--- src/rtl/wdt_keyguard.sv ---
`timescale 1ns/1ps
module wdt_keyguard #(
  parameter logic [7:0] KEY   = 8'h5A,
  parameter logic [7:0] RD_ID = 8'h69,
  parameter int SH0 = 6,
  parameter int SH1 = 9,
  parameter int SH2 = 13,
  parameter int SH3 = 15
) (
  input  logic        clk,
  input  logic        rst_n,
  input  logic        tick_aux,
  input  logic        wr_en,
  input  logic [15:0] wr_data,
  output logic [15:0] rd_data,
  output logic        sys_rst_req,
  output logic        cause_timeout,
  output logic        cause_key,
  output logic        irq_flag
);
  localparam int CNT_W = SH3;
  localparam logic [CNT_W-1:0] TC0 = CNT_W'((1 << SH0) - 1);
  localparam logic [CNT_W-1:0] TC1 = CNT_W'((1 << SH1) - 1);
  localparam logic [CNT_W-1:0] TC2 = CNT_W'((1 << SH2) - 1);
  localparam logic [CNT_W-1:0] TC3 = CNT_W'((1 << SH3) - 1);

  logic             run, src, itm, lock;
  logic [1:0]       isel;
  logic [CNT_W-1:0] cnt, last;
  logic             key_ok, viol, cfg_wr, clr, tick, hit;
  wire              unused_bit7 = wr_data[7];

  assign key_ok = wr_data[15:8] == KEY;
  assign viol   = wr_en && (!key_ok || (lock && !wr_data[3]));
  assign cfg_wr = wr_en && key_ok && !lock;
  assign clr    = wr_en && key_ok && wr_data[3];
  assign tick   = run && (src ? tick_aux : 1'b1);

  always_comb begin
    case (isel)
      2'd0:    last = TC0;
      2'd1:    last = TC1;
      2'd2:    last = TC2;
      default: last = TC3;
    endcase
  end

  assign hit = tick && (cnt >= last) && !clr && !viol;

  always_ff @(posedge clk or negedge rst_n) begin
    if (!rst_n) begin
      {lock, isel, itm, src, run} <= 6'b0_11_0_0_1;
    end else if (cfg_wr) begin
      run  <= wr_data[0];
      src  <= wr_data[1];
      itm  <= wr_data[2];
      isel <= wr_data[5:4];
      lock <= wr_data[6];
    end
  end

  always_ff @(posedge clk or negedge rst_n) begin
    if (!rst_n)            cnt <= '0;
    else if (clr || viol)  cnt <= '0;
    else if (hit)          cnt <= '0;
    else if (tick)         cnt <= cnt + 1'b1;
  end

  always_ff @(posedge clk or negedge rst_n) begin
    if (!rst_n) begin
      sys_rst_req   <= 1'b0;
      cause_timeout <= 1'b0;
      cause_key     <= 1'b0;
      irq_flag      <= 1'b0;
    end else begin
      sys_rst_req <= viol || (hit && !itm);
      if (viol) begin
        cause_key     <= 1'b1;
        cause_timeout <= 1'b0;
      end else if (hit && !itm) begin
        cause_key     <= 1'b0;
        cause_timeout <= 1'b1;
      end
      if (clr)              irq_flag <= 1'b0;
      else if (hit && itm)  irq_flag <= 1'b1;
    end
  end

  assign rd_data = {RD_ID, 1'b0, lock, isel, 1'b0, itm, src, run};
endmodule


--- config.mk ---
export PLATFORM = sky130hd
export DESIGN_NAME = wdt_keyguard
export DESIGN_NICKNAME = d
export VERILOG_FILES = /design/src/rtl/wdt_keyguard.sv
export SDC_FILE = /design/constraint.sdc
export NUM_CORES = 1
export LEC_CHECK = 0
export ABC_CLOCK_PERIOD_IN_PS = 2880
export BUFFER_PORTS_ARGS = -buffer_cell sky130_fd_sc_hd__buf_2
export CORE_MARGIN = 1
export CORE_UTILIZATION = 56
export CTS_BUF_LIST = sky130_fd_sc_hd__clkbuf_8
export DETAILED_ROUTE_END_ITERATION = 10
export PLACE_DENSITY = 0.81
export REMOVE_ABC_BUFFERS = 1
export SLEW_MARGIN = 20
export SYNTH_ARGS = -nofsm -noshare
export SYNTH_HDL_FRONTEND = slang
export SYNTH_SLANG_ARGS = --single-unit
--- constraint.sdc ---
create_clock -name clk -period 2.88 [get_ports clk]
set_input_delay 0.288 -clock clk [delete_from_list [all_inputs] [get_ports clk]]
set_output_delay 0.288 -clock clk [all_outputs]
set_load 0.05 [all_outputs]
==> impl_metrics.ini, run 1 <==
[sta]
drv_slew = 0
fmax_ghz = 0.377
rsz0062_at_grt = no
hold_viol = 18
setup-tns-final_ps = 0
period_needed_ps = 2650
slew_headroom_pct = 50.1
fin_crit_sh_pct = 92.0
finClkSkew_ps = 2.99
setup_violations = 0
hold_ws_ps = -6.23
tightest_slew_ps = 748

[setup_path]
r2r_start = isel[1]$_DFFE_PN1P_
cpPeakStageDelay_ps = 580
worst-path-buf-inv = 1
cp.depth = 7
regToRegSetupSlack_ps = 230
path_delay_family = compound AO/OA/AOI/OAI gates
path_cells = inv_1 > ha_1 > a21o_1 > a21o_1 > a221oi_4 > nand3_2 > o211ai_1
crit_path_end_kind = flip-flop
crit_fanout = 11
cp_slowest_cell = dfstp_2
rr_worst_depth = 7
endpoint = cnt[3]$_DFFE_PN0P_
worstSetupStartpointType = flip-flop
crit_type = flip-flop to flip-flop
timing.critical_path.from = isel[1]$_DFFE_PN1P_
crit_arrival_ps = 2840
reg2reg_to = cnt[3]$_DFFE_PN0P_
critical_path.most_common_cell = a21o_1
required_ps = 3070

[synth]
synthDistinctLibCells = 49
syn_inst = 190
synth_most_common_cell = nand2_1
synth.top_cells.by_count = nand2_1, dfrtp_1, buf_4, nand4_1, nor2_1
synthesis.area_um2 = 1740
synth_area_leaders = dfrtp_1, buf_4, nand2_1, ha_1, o211ai_2
yosys.area.top_type = dfrtp_1
ys_ff_latch = 25
yosysWarnings = 0
ys_seq_area_share_pct = 36.2
synth_flop_cell = dfrtp_1
async_flop_share_pct = 100
avgSynthCellArea_um2 = 9.15
synth_top_area_share_pct = 31.7
synth_edf_count = 0

[grt]
use_met3_pct = 2.90
grt-ovfl-total = 0
met1_usage_pct = 31.6
grt_pass1_wl_mm = 6.29
antenna_found_initial = 0
grt_use_total_pct = 24.1
use_met2_pct = 42.4
busiest_layer = met2
grt_pass1_vias = 1397
grt_max_degree = 26

[clocking]
clock_sinks = 25
post_cts_resize_count = 0
cts_buffers = 3
cts_tree = done
cts_setup_buffers = 0
clk_path_buf_depth = 2
clock-root-buffer = clkbuf_8
clock_latency_ps = 270
cts_max_level = 1
cts.clk_slew.worst_paths_ps = 90
ctsHoldBuffers = 0

[detailed_routing]
avgViaCountPerCell = 6.14
first_pass_iters = 7
antenna_left = 0
wirelength_mm = 3.61
drc = 1
drt_iter0_drc = 53
num_vias = 1474
wl_per_cell_um = 15.1

[floorplanning]
chipHeight_um = 57.7
die_w_um = 57.7
start_util_pct = 61.0
die_area_um2 = 3330
io_pins = 40
num_rows = 19
core_um2 = 2850

[placed_design]
gp_congestion = 0.849
dp_hpwl_mm = 2.59
io_buffers = 28
placedCellCount = 236

[pwr]
swShare_pct = 29.3
p_switching_w = 0.000199
total_leakage_power_nw = 0.848
combPwrFrac_pct = 15.3
p_int_w = 0.000478
clkPwrFrac_pct = 31.0
power.density_nw_per_um2 = 364
ir_worst_vdd_mv = 0.270
seqPwrFrac_pct = 53.7

[min_path]
hold_path_class = input pin to async pin

[cells_and_area]
fill_cells = 212
area_delta_synth_final_pct = 7.05
finalNonFillerCells = 240
antenna_cells = 0
fin_nets = 237
drive_gt1_share_pct = 25.8

[run_status]
status = finished with violations
violations = DRC, hold timing

[flow_run]
drv_cap = 0
[placed cells by master, fill, tap and decap left out, types with 4 or more instances in the layout]
master and count:
nand2_1 28, buf_2 28, dfrtp_1 22, nand4_1 11
nor2_1 10, conb_1 10, inv_1 8, o211ai_2 7
ha_1 7, nand3_1 6, mux2_1 5, o21a_1 4
o21ai_0 4, nor3_1 4
[worst reg2reg max path: cells and delay by family, from the launching register on]
family / cells / cell delay, ps
buffers and inverters: 1 / 100
AO/OA/AOI/OAI: 4 / 1160
flip-flops: 1 / 580
AND/OR/NAND/NOR: 1 / 410
adder cells (fa/ha/maj): 1 / 320
[per-layer routing]
metal  wire, um  part of all wire [%]  vias up
met3        166                   4.6        7
li1           -                     -      699
met1       1600                    44      699
met5          0                     0        -
met2       1810                    50       69
met4         40                   1.1        0
[state kept, by name (all words and copies together) (netlist names)]
| register | flops |
|---|---|
| irq_flag | 1 |
| cause_timeout | 1 |
| cause_key | 1 |
| itm | 1 |
| src | 1 |
| lock | 1 |
| isel | 2 |
| run | 1 |
| cnt | 15 |
| sys_rst_req | 1 |
[power groups by stage]
stage	Clock [W]	Combinational, W	Sequential, W
floorplan	0	0.0000549	0.000387
global placement	0	0.000101	0.000370
detailed placement	0	0.000103	0.000370
CTS	0.000211	0.000103	0.000364
global route	0.000229	0.000110	0.000365
finish	0.000210	0.000104	0.000364
[worst min path at each step]
stage	endpoint	slack [ps]	depth (start not counted)
CTS	cnt[11]$_DFFE_PN0P_	10	1
detailed placement	cnt[11]$_DFFE_PN0P_	300	1
finish	cnt[5]$_DFFE_PN0P_	-6	1
floorplan	cause_key$_DFFE_PN0P_	-8	0
global placement	cnt[10]$_DFFE_PN0P_	300	1
global route	cnt[3]$_DFFE_PN0P_	40	1
[through the flow]
step | power (W) | utilization, % | setup WS, ps | instance area (um2) | hold WS [ps]
after global placement | 0.000471 | 63.6 | 325 | 1820 | 304
after detailed placement | 0.000474 | 63.6 | 262 | 1820 | 304
final | 0.000677 | 65.3 | 230 | 1860 | -6.23
after global routing | 0.000704 | 65.3 | 80.4 | 1860 | 36.4
after floorplan | 0.000442 | - | 123 | 1610 | -7.59
after CTS | 0.000677 | 65.3 | 243 | 1860 | 10.6
[layout make-up]
type                       instances  area, um2  area share, %
clock buffer                       3       41.3           2.22
clock inverter                     1       5.00          0.269
inverter                           8       30.0           1.61
multi-input combinational        141        955           51.3
sequential                        25        629           33.8
tap                               31       38.8           2.08
timing repair buffer              31        163           8.74
[cell families (layout without fill, tap and decap cells)]
family	count (synthesis)	after routing	synth area share [%]
other	2	10	0.432
AND/OR/NAND/NOR	76	76	22.0
AO/OA/AOI/OAI	42	42	21.9
buffers and inverters	32	43	10.6
adder cells (fa/ha/maj)	7	7	5.04
flip-flops	25	25	36.2
multiplexers	6	6	3.81
No activity file was read; power rests on OpenSTA's default activity.
==> inputs of run 2 (changes only) <==
--- a/config.mk
+++ b/config.mk
@@ -6,12 +6,13 @@
 export NUM_CORES = 1
 export LEC_CHECK = 0
 export ABC_CLOCK_PERIOD_IN_PS = 2880
-export BUFFER_PORTS_ARGS = -buffer_cell sky130_fd_sc_hd__buf_2
 export CORE_MARGIN = 1
-export CORE_UTILIZATION = 56
+export CORE_UTILIZATION = 60
 export CTS_BUF_LIST = sky130_fd_sc_hd__clkbuf_8
 export DETAILED_ROUTE_END_ITERATION = 10
-export PLACE_DENSITY = 0.81
+export DONT_BUFFER_PORTS = 1
+export GPL_ROUTABILITY_DRIVEN = 0
+export PLACE_DENSITY = 0.75
 export REMOVE_ABC_BUFFERS = 1
 export SLEW_MARGIN = 20
 export SYNTH_ARGS = -nofsm -noshare
==> run 2 against run 1 <==
  * The flow now finishes without violations
  * Combinational power fell by 22%
  * First-iteration DRC count decreased by 28%
  * Routed wire length down 11%
  * Sequential cell count unchanged
  * Register-to-register slack better by 170 ps
  * Critical endpoint is now sys_rst_req$_DFF_PN0_
  * Largest cell class unchanged
==> impl_metrics.ini, run 2 (synthesized netlist as in run 1, its figures left out) <==
[sta]
drv_slew = 0
rsz0062_at_grt = no
tightest_slew_ps = 703
slew_headroom_pct = 53.2
setup-tns-final_ps = 0
period_needed_ps = 2480
setup_violations = 0
fin_crit_sh_pct = 86.1
hold_ws_ps = 97.8
hold_viol = 0
finClkSkew_ps = 3.76
fmax_ghz = 0.403

[placed_design]
dp_hpwl_mm = 2.36
io_buffers = 0

[cells_and_area]
final_cell_mix = nand2_1, dfrtp_1, nand4_1
fill_cells = 223
antenna_cells = 0
final_common_cell = nand2_1
top_register = cnt
area_delta_synth_final_pct = 1.58
final_util_pct = 64.1
largest_reg_flops = 15
largest_registers = cnt (15), isel (2)
fin_nets = 213
drive_gt1_share_pct = 15.7

[setup_path]
crit_path_end_kind = flip-flop
required_ps = 3080
worstSetupStartpointType = flip-flop
crit_type = flip-flop to flip-flop
crit_arrival_ps = 2680
crit_fanout = 11

[detailed_routing]
first_pass_iters = 4
antenna_left = 0
num_vias = 1350
avgViaCountPerCell = 6.25
wirelength_mm = 3.22
drt_iter0_drc = 38
drc = 0
wl_per_cell_um = 14.9

[grt]
use_met3_pct = 3.49
busiest_layer = met2
grt_pass1_wl_mm = 5.49
grt-ovfl-total = 0
antenna_found_initial = 0
use_met2_pct = 38.0
met1_usage_pct = 28.9
grt_use_total_pct = 21.8
grt_pass1_vias = 1235
grt_max_degree = 26

[floorplanning]
io_pins = 40
num_rows = 19
die_area_um2 = 3120
core_um2 = 2760
die_w_um = 55.8
start_util_pct = 63.1
chipHeight_um = 55.8

[clocking]
cts.clk_slew.worst_paths_ps = 90
cts_max_level = 1
cts_tree = done
clock-root-buffer = clkbuf_8
cts_buffers = 3
clock_sinks = 25
clk_path_buf_depth = 2
cts_setup_buffers = 0
clock_latency_ps = 270

[pwr]
total_leakage_power_nw = 0.752
power.density_nw_per_um2 = 377
power_w = 0.000665
ir_worst_vdd_mv = 0.411

[run_status]
status = completed

[min_path]
hold_path_class = input pin to flip-flop

[flow_run]
drv_cap = 0
run 2: layer usage:
metal	up-vias	routed length, um
li1	658	-
met1	640	1460
met2	48	1580
met3	4	155
met4	0	27
met5	-	0
run 2: worst max-delay path, cell delays in order (launching register included):
cell,delay [ps]
dfstp_2,550
nand2_1,70
ha_1,330
nand4_1,130
nor2_1,300
o2111ai_2,280
buf_4,270
a211oi_2,320
o21bai_1,160
run 2: area by class of cell:
| class | count | area (um2) | share of cell area (%) |
|---|---|---|---|
| multi-input combinational | 141 | 955 | 54.0 |
| sequential | 25 | 629 | 35.6 |
| timing repair buffer | 7 | 67.6 | 3.82 |
| clock buffer | 3 | 41.3 | 2.34 |
| tap | 31 | 38.8 | 2.20 |
| inverter | 8 | 30.0 | 1.70 |
| clock inverter | 1 | 5.00 | 0.283 |
run 2: power by group:
part / leakage [nW] / switching, W / internal [W] / total, W
sequential: 0.330 / 0.0000175 / 0.000358 / 0.000375
combinational: 0.396 / 0.0000640 / 0.0000174 / 0.0000814
clock: 0.0255 / 0.000112 / 0.0000968 / 0.000209
total: 0.752 / 0.000193 / 0.000472 / 0.000665
run 2: path summary, 6_finish.rpt:
path	start	to	slack, ps	cells past startpoint
max	isel[1]$_DFFE_PN1P_	sys_rst_req$_DFF_PN0_	400	8
min	wr_data[3]	irq_flag$_DFFE_PN0P_	100	1
max reg2reg	isel[1]$_DFFE_PN1P_	sys_rst_req$_DFF_PN0_	400	8
min reg2reg	cnt[2]$_DFFE_PN0P_	cnt[2]$_DFFE_PN0P_	510	1
max in group asynchronous	rst_n	isel[1]$_DFFE_PN1P_	2220	2
min in group asynchronous	rst_n	cnt[5]$_DFFE_PN0P_	440	2
run 2: repair_timing:
item / 4_1_cts / 5_1_grt
hold buffers: 2 / 0
gates resized for setup: 0 / 0
endpoints found under the hold margin: 25 / 0
run 2: through the flow:
stage                     setup slack, ps  instances  cell area, um2
after floorplan                       123        174            1610
after global routing                  228        216            1770
final                                 402        216            1770
after global placement                468        210            1690
after detailed placement              448        210            1690
after CTS                             432        216            1770
==> inputs of run 3 (changes only) <==
--- a/config.mk
+++ b/config.mk
@@ -5,14 +5,15 @@
 export SDC_FILE = /design/constraint.sdc
 export NUM_CORES = 1
 export LEC_CHECK = 0
+export ABC_AREA = 1
 export ABC_CLOCK_PERIOD_IN_PS = 2880
 export CORE_MARGIN = 1
-export CORE_UTILIZATION = 60
+export CORE_UTILIZATION = 45
 export CTS_BUF_LIST = sky130_fd_sc_hd__clkbuf_8
 export DETAILED_ROUTE_END_ITERATION = 10
 export DONT_BUFFER_PORTS = 1
 export GPL_ROUTABILITY_DRIVEN = 0
-export PLACE_DENSITY = 0.75
+export PLACE_DENSITY = 0.59
 export REMOVE_ABC_BUFFERS = 1
 export SLEW_MARGIN = 20
 export SYNTH_ARGS = -nofsm -noshare
==> run 3 against run 2 <==
  * Worst setup slack better by 120 ps
  * Register-to-register slack better by 120 ps
  * Non-clock buffer count is 3 lower
  * Core utilization is 15 points lower
  * Routed wire length is 2.8% higher
  * Hold slack worse by 5.5 ps
  * Cell count is 22% higher
  * Critical endpoint is now cnt[4]$_DFFE_PN0P_
==> impl_metrics.ini, run 3 <==
[synth]
synthesis.area_um2 = 1770
yosys.area.top_type = dfrtp_1
synth_edf_count = 0
ys_ff_latch = 25
async_flop_share_pct = 100
synth_area_leaders = dfrtp_1, nand2_1, o22ai_2, buf_4, ha_1
synthDistinctLibCells = 30
syn_inst = 215
synth_flop_cell = dfrtp_1
ys_seq_area_share_pct = 35.6
synth.top_cells.by_count = nand2_1, inv_1, dfrtp_1, buf_4
avgSynthCellArea_um2 = 8.22
synth_most_common_cell = nand2_1
yosysWarnings = 0
synth_top_area_share_pct = 31.1

[min_path]
hold_path_class = input pin to flip-flop
min-delay-start = wr_data[0]

[flow_run]
drv_cap = 0

[cells_and_area]
fin_nets = 243
final_cell_mix = nand2_1, inv_1, dfrtp_1
largest_registers = cnt (15), isel (2)
antenna_cells = 0
largest_reg_flops = 15
area_delta_synth_final_pct = 3.26
drive_gt1_share_pct = 23.3
final_common_cell = nand2_1
finalNonFillerCells = 263
top_register = cnt

[sta]
period_needed_ps = 2360
hold_ws_ps = 92.3
rsz0062_at_grt = no
slew_headroom_pct = 66.2
setup_violations = 0
setup-tns-final_ps = 0
hold_viol = 0
finClkSkew_ps = 12.6
fin_crit_sh_pct = 81.8
fmax_ghz = 0.425
tightest_slew_ps = 507
drv_slew = 0

[floorplanning]
core_um2 = 3720
io_pins = 40
chipHeight_um = 64.7
start_util_pct = 47.6
die_w_um = 64.7
die_area_um2 = 4180
num_rows = 22

[grt]
grt_pass1_wl_mm = 5.84
grt-ovfl-total = 0
antenna_found_initial = 0
grt_use_total_pct = 18.1
grt_pass1_vias = 1356
grt_max_degree = 26

[pwr]
power.density_nw_per_um2 = 344
ir_worst_vdd_mv = 0.239
p_int_w = 0.000457
total_leakage_power_nw = 0.833
clkPwrFrac_pct = 34.7
seqPwrFrac_pct = 57.1
combPwrFrac_pct = 8.2
p_switching_w = 0.000171
swShare_pct = 27.3

[setup_path]
crit_fanout = 13
crit_arrival_ps = 2510
r2r_start = isel[1]$_DFFE_PN1P_
timing.critical_path.from = isel[1]$_DFFE_PN1P_
worstSetupStartpointType = flip-flop
required_ps = 3030
crit_path_end_kind = flip-flop
crit_type = flip-flop to flip-flop

[detailed_routing]
first_pass_iters = 4
num_vias = 1325
drt_iter0_drc = 83
wl_per_cell_um = 12.6
wirelength_mm = 3.31
avgViaCountPerCell = 5.04
antenna_left = 0
drc = 0

[clocking]
cts_max_level = 1
cts_setup_buffers = 0
cts_tree = done
clock-root-buffer = clkbuf_8
clock_sinks = 25
clk_path_buf_depth = 2
clock_latency_ps = 280
cts_buffers = 3
cts.clk_slew.worst_paths_ps = 100

[placed_design]
io_buffers = 0
placedCellCount = 257
dp_hpwl_mm = 2.53

[run_status]
status = completed
==> run 3: metrics by stage <==
| step | instance area (um2) | power, W | setup WS (ps) | utilization [%] |
|---|---|---|---|---|
| finish | 1830 | 0.000628 | 525 | 49.1 |
| global placement | 1750 | 0.000405 | 608 | 47.1 |
| CTS | 1830 | 0.000635 | 532 | 49.1 |
| floorplan | 1670 | 0.000402 | 781 | - |
| global route | 1830 | 0.000652 | 364 | 49.1 |
| detailed placement | 1750 | 0.000405 | 559 | 47.1 |
==> run 3: cells by family (layout without fill, tap and decap cells) <==
kind of cell	count (synthesis)	after routing	synth area share [%]
simple gates	97	97	28.9
buf+inv	46	38	13.4
compound gates	31	31	13.3
flops	25	25	35.6
fa+ha+maj	7	7	4.95
xor+xnor	7	7	3.47
other cells	2	10	0.425
==> run 3: timing repair <==
item | in CTS | in global routing
gates resized for setup | 0 | 0
hold endpoints to repair | 25 | 0
hold buffers | 2 | 0
==> run 3: power groups by stage <==
stage	sequential (W)	clock [W]	combinational, W
final	0.000358	0.000218	0.0000518
after global routing	0.000358	0.000238	0.0000560
after CTS	0.000358	0.000224	0.0000523
after detailed placement	0.000365	0	0.0000405
after global placement	0.000365	0	0.0000402
after floorplan	0.000365	0	0.0000373
==> run 3: per-layer routing <==
layer | track usage (%) | share of wire, % | vias to the layer above
met4 | 7.22 | 2.1 | 0
met5 | 0 | 0 | -
met1 | 21.5 | 45 | 610
met3 | 3.35 | 3.7 | 7
li1 | - | - | 673
met2 | 32.1 | 49 | 35
==> run 3: final timing paths <==
check	cells after the start	slack (ps)	to
max	11	520	cnt[4]$_DFFE_PN0P_
min	2	90	run$_DFFE_PN1P_
max reg2reg	11	520	cnt[4]$_DFFE_PN0P_
min reg2reg	1	530	cnt[0]$_DFFE_PN0P_
max in group asynchronous	2	2200	isel[1]$_DFFE_PN1P_
min in group asynchronous	2	450	lock$_DFFE_PN0P_
==> run 3: critical path, stage by stage (launching register included) <==
cell and delay, ps:
dfstp_2 750, nand2_1 160, ha_1 330, nand2_1 70, nor2_1 200, inv_1 60, nor2_1 140, nand3_2 100
nand2_2 90, nor2_4 50, nand2_4 180, o22ai_1 100
==> run 3: layout make-up <==
type,count,area [um2]
well taps,48,60.1
flip-flops and latches,25,629
inverters,30,113
clock inverters,1,5.00
clock buffers,3,41.3
fillers,391,1890
repair buffers,4,45.0
multi-input cells,152,932
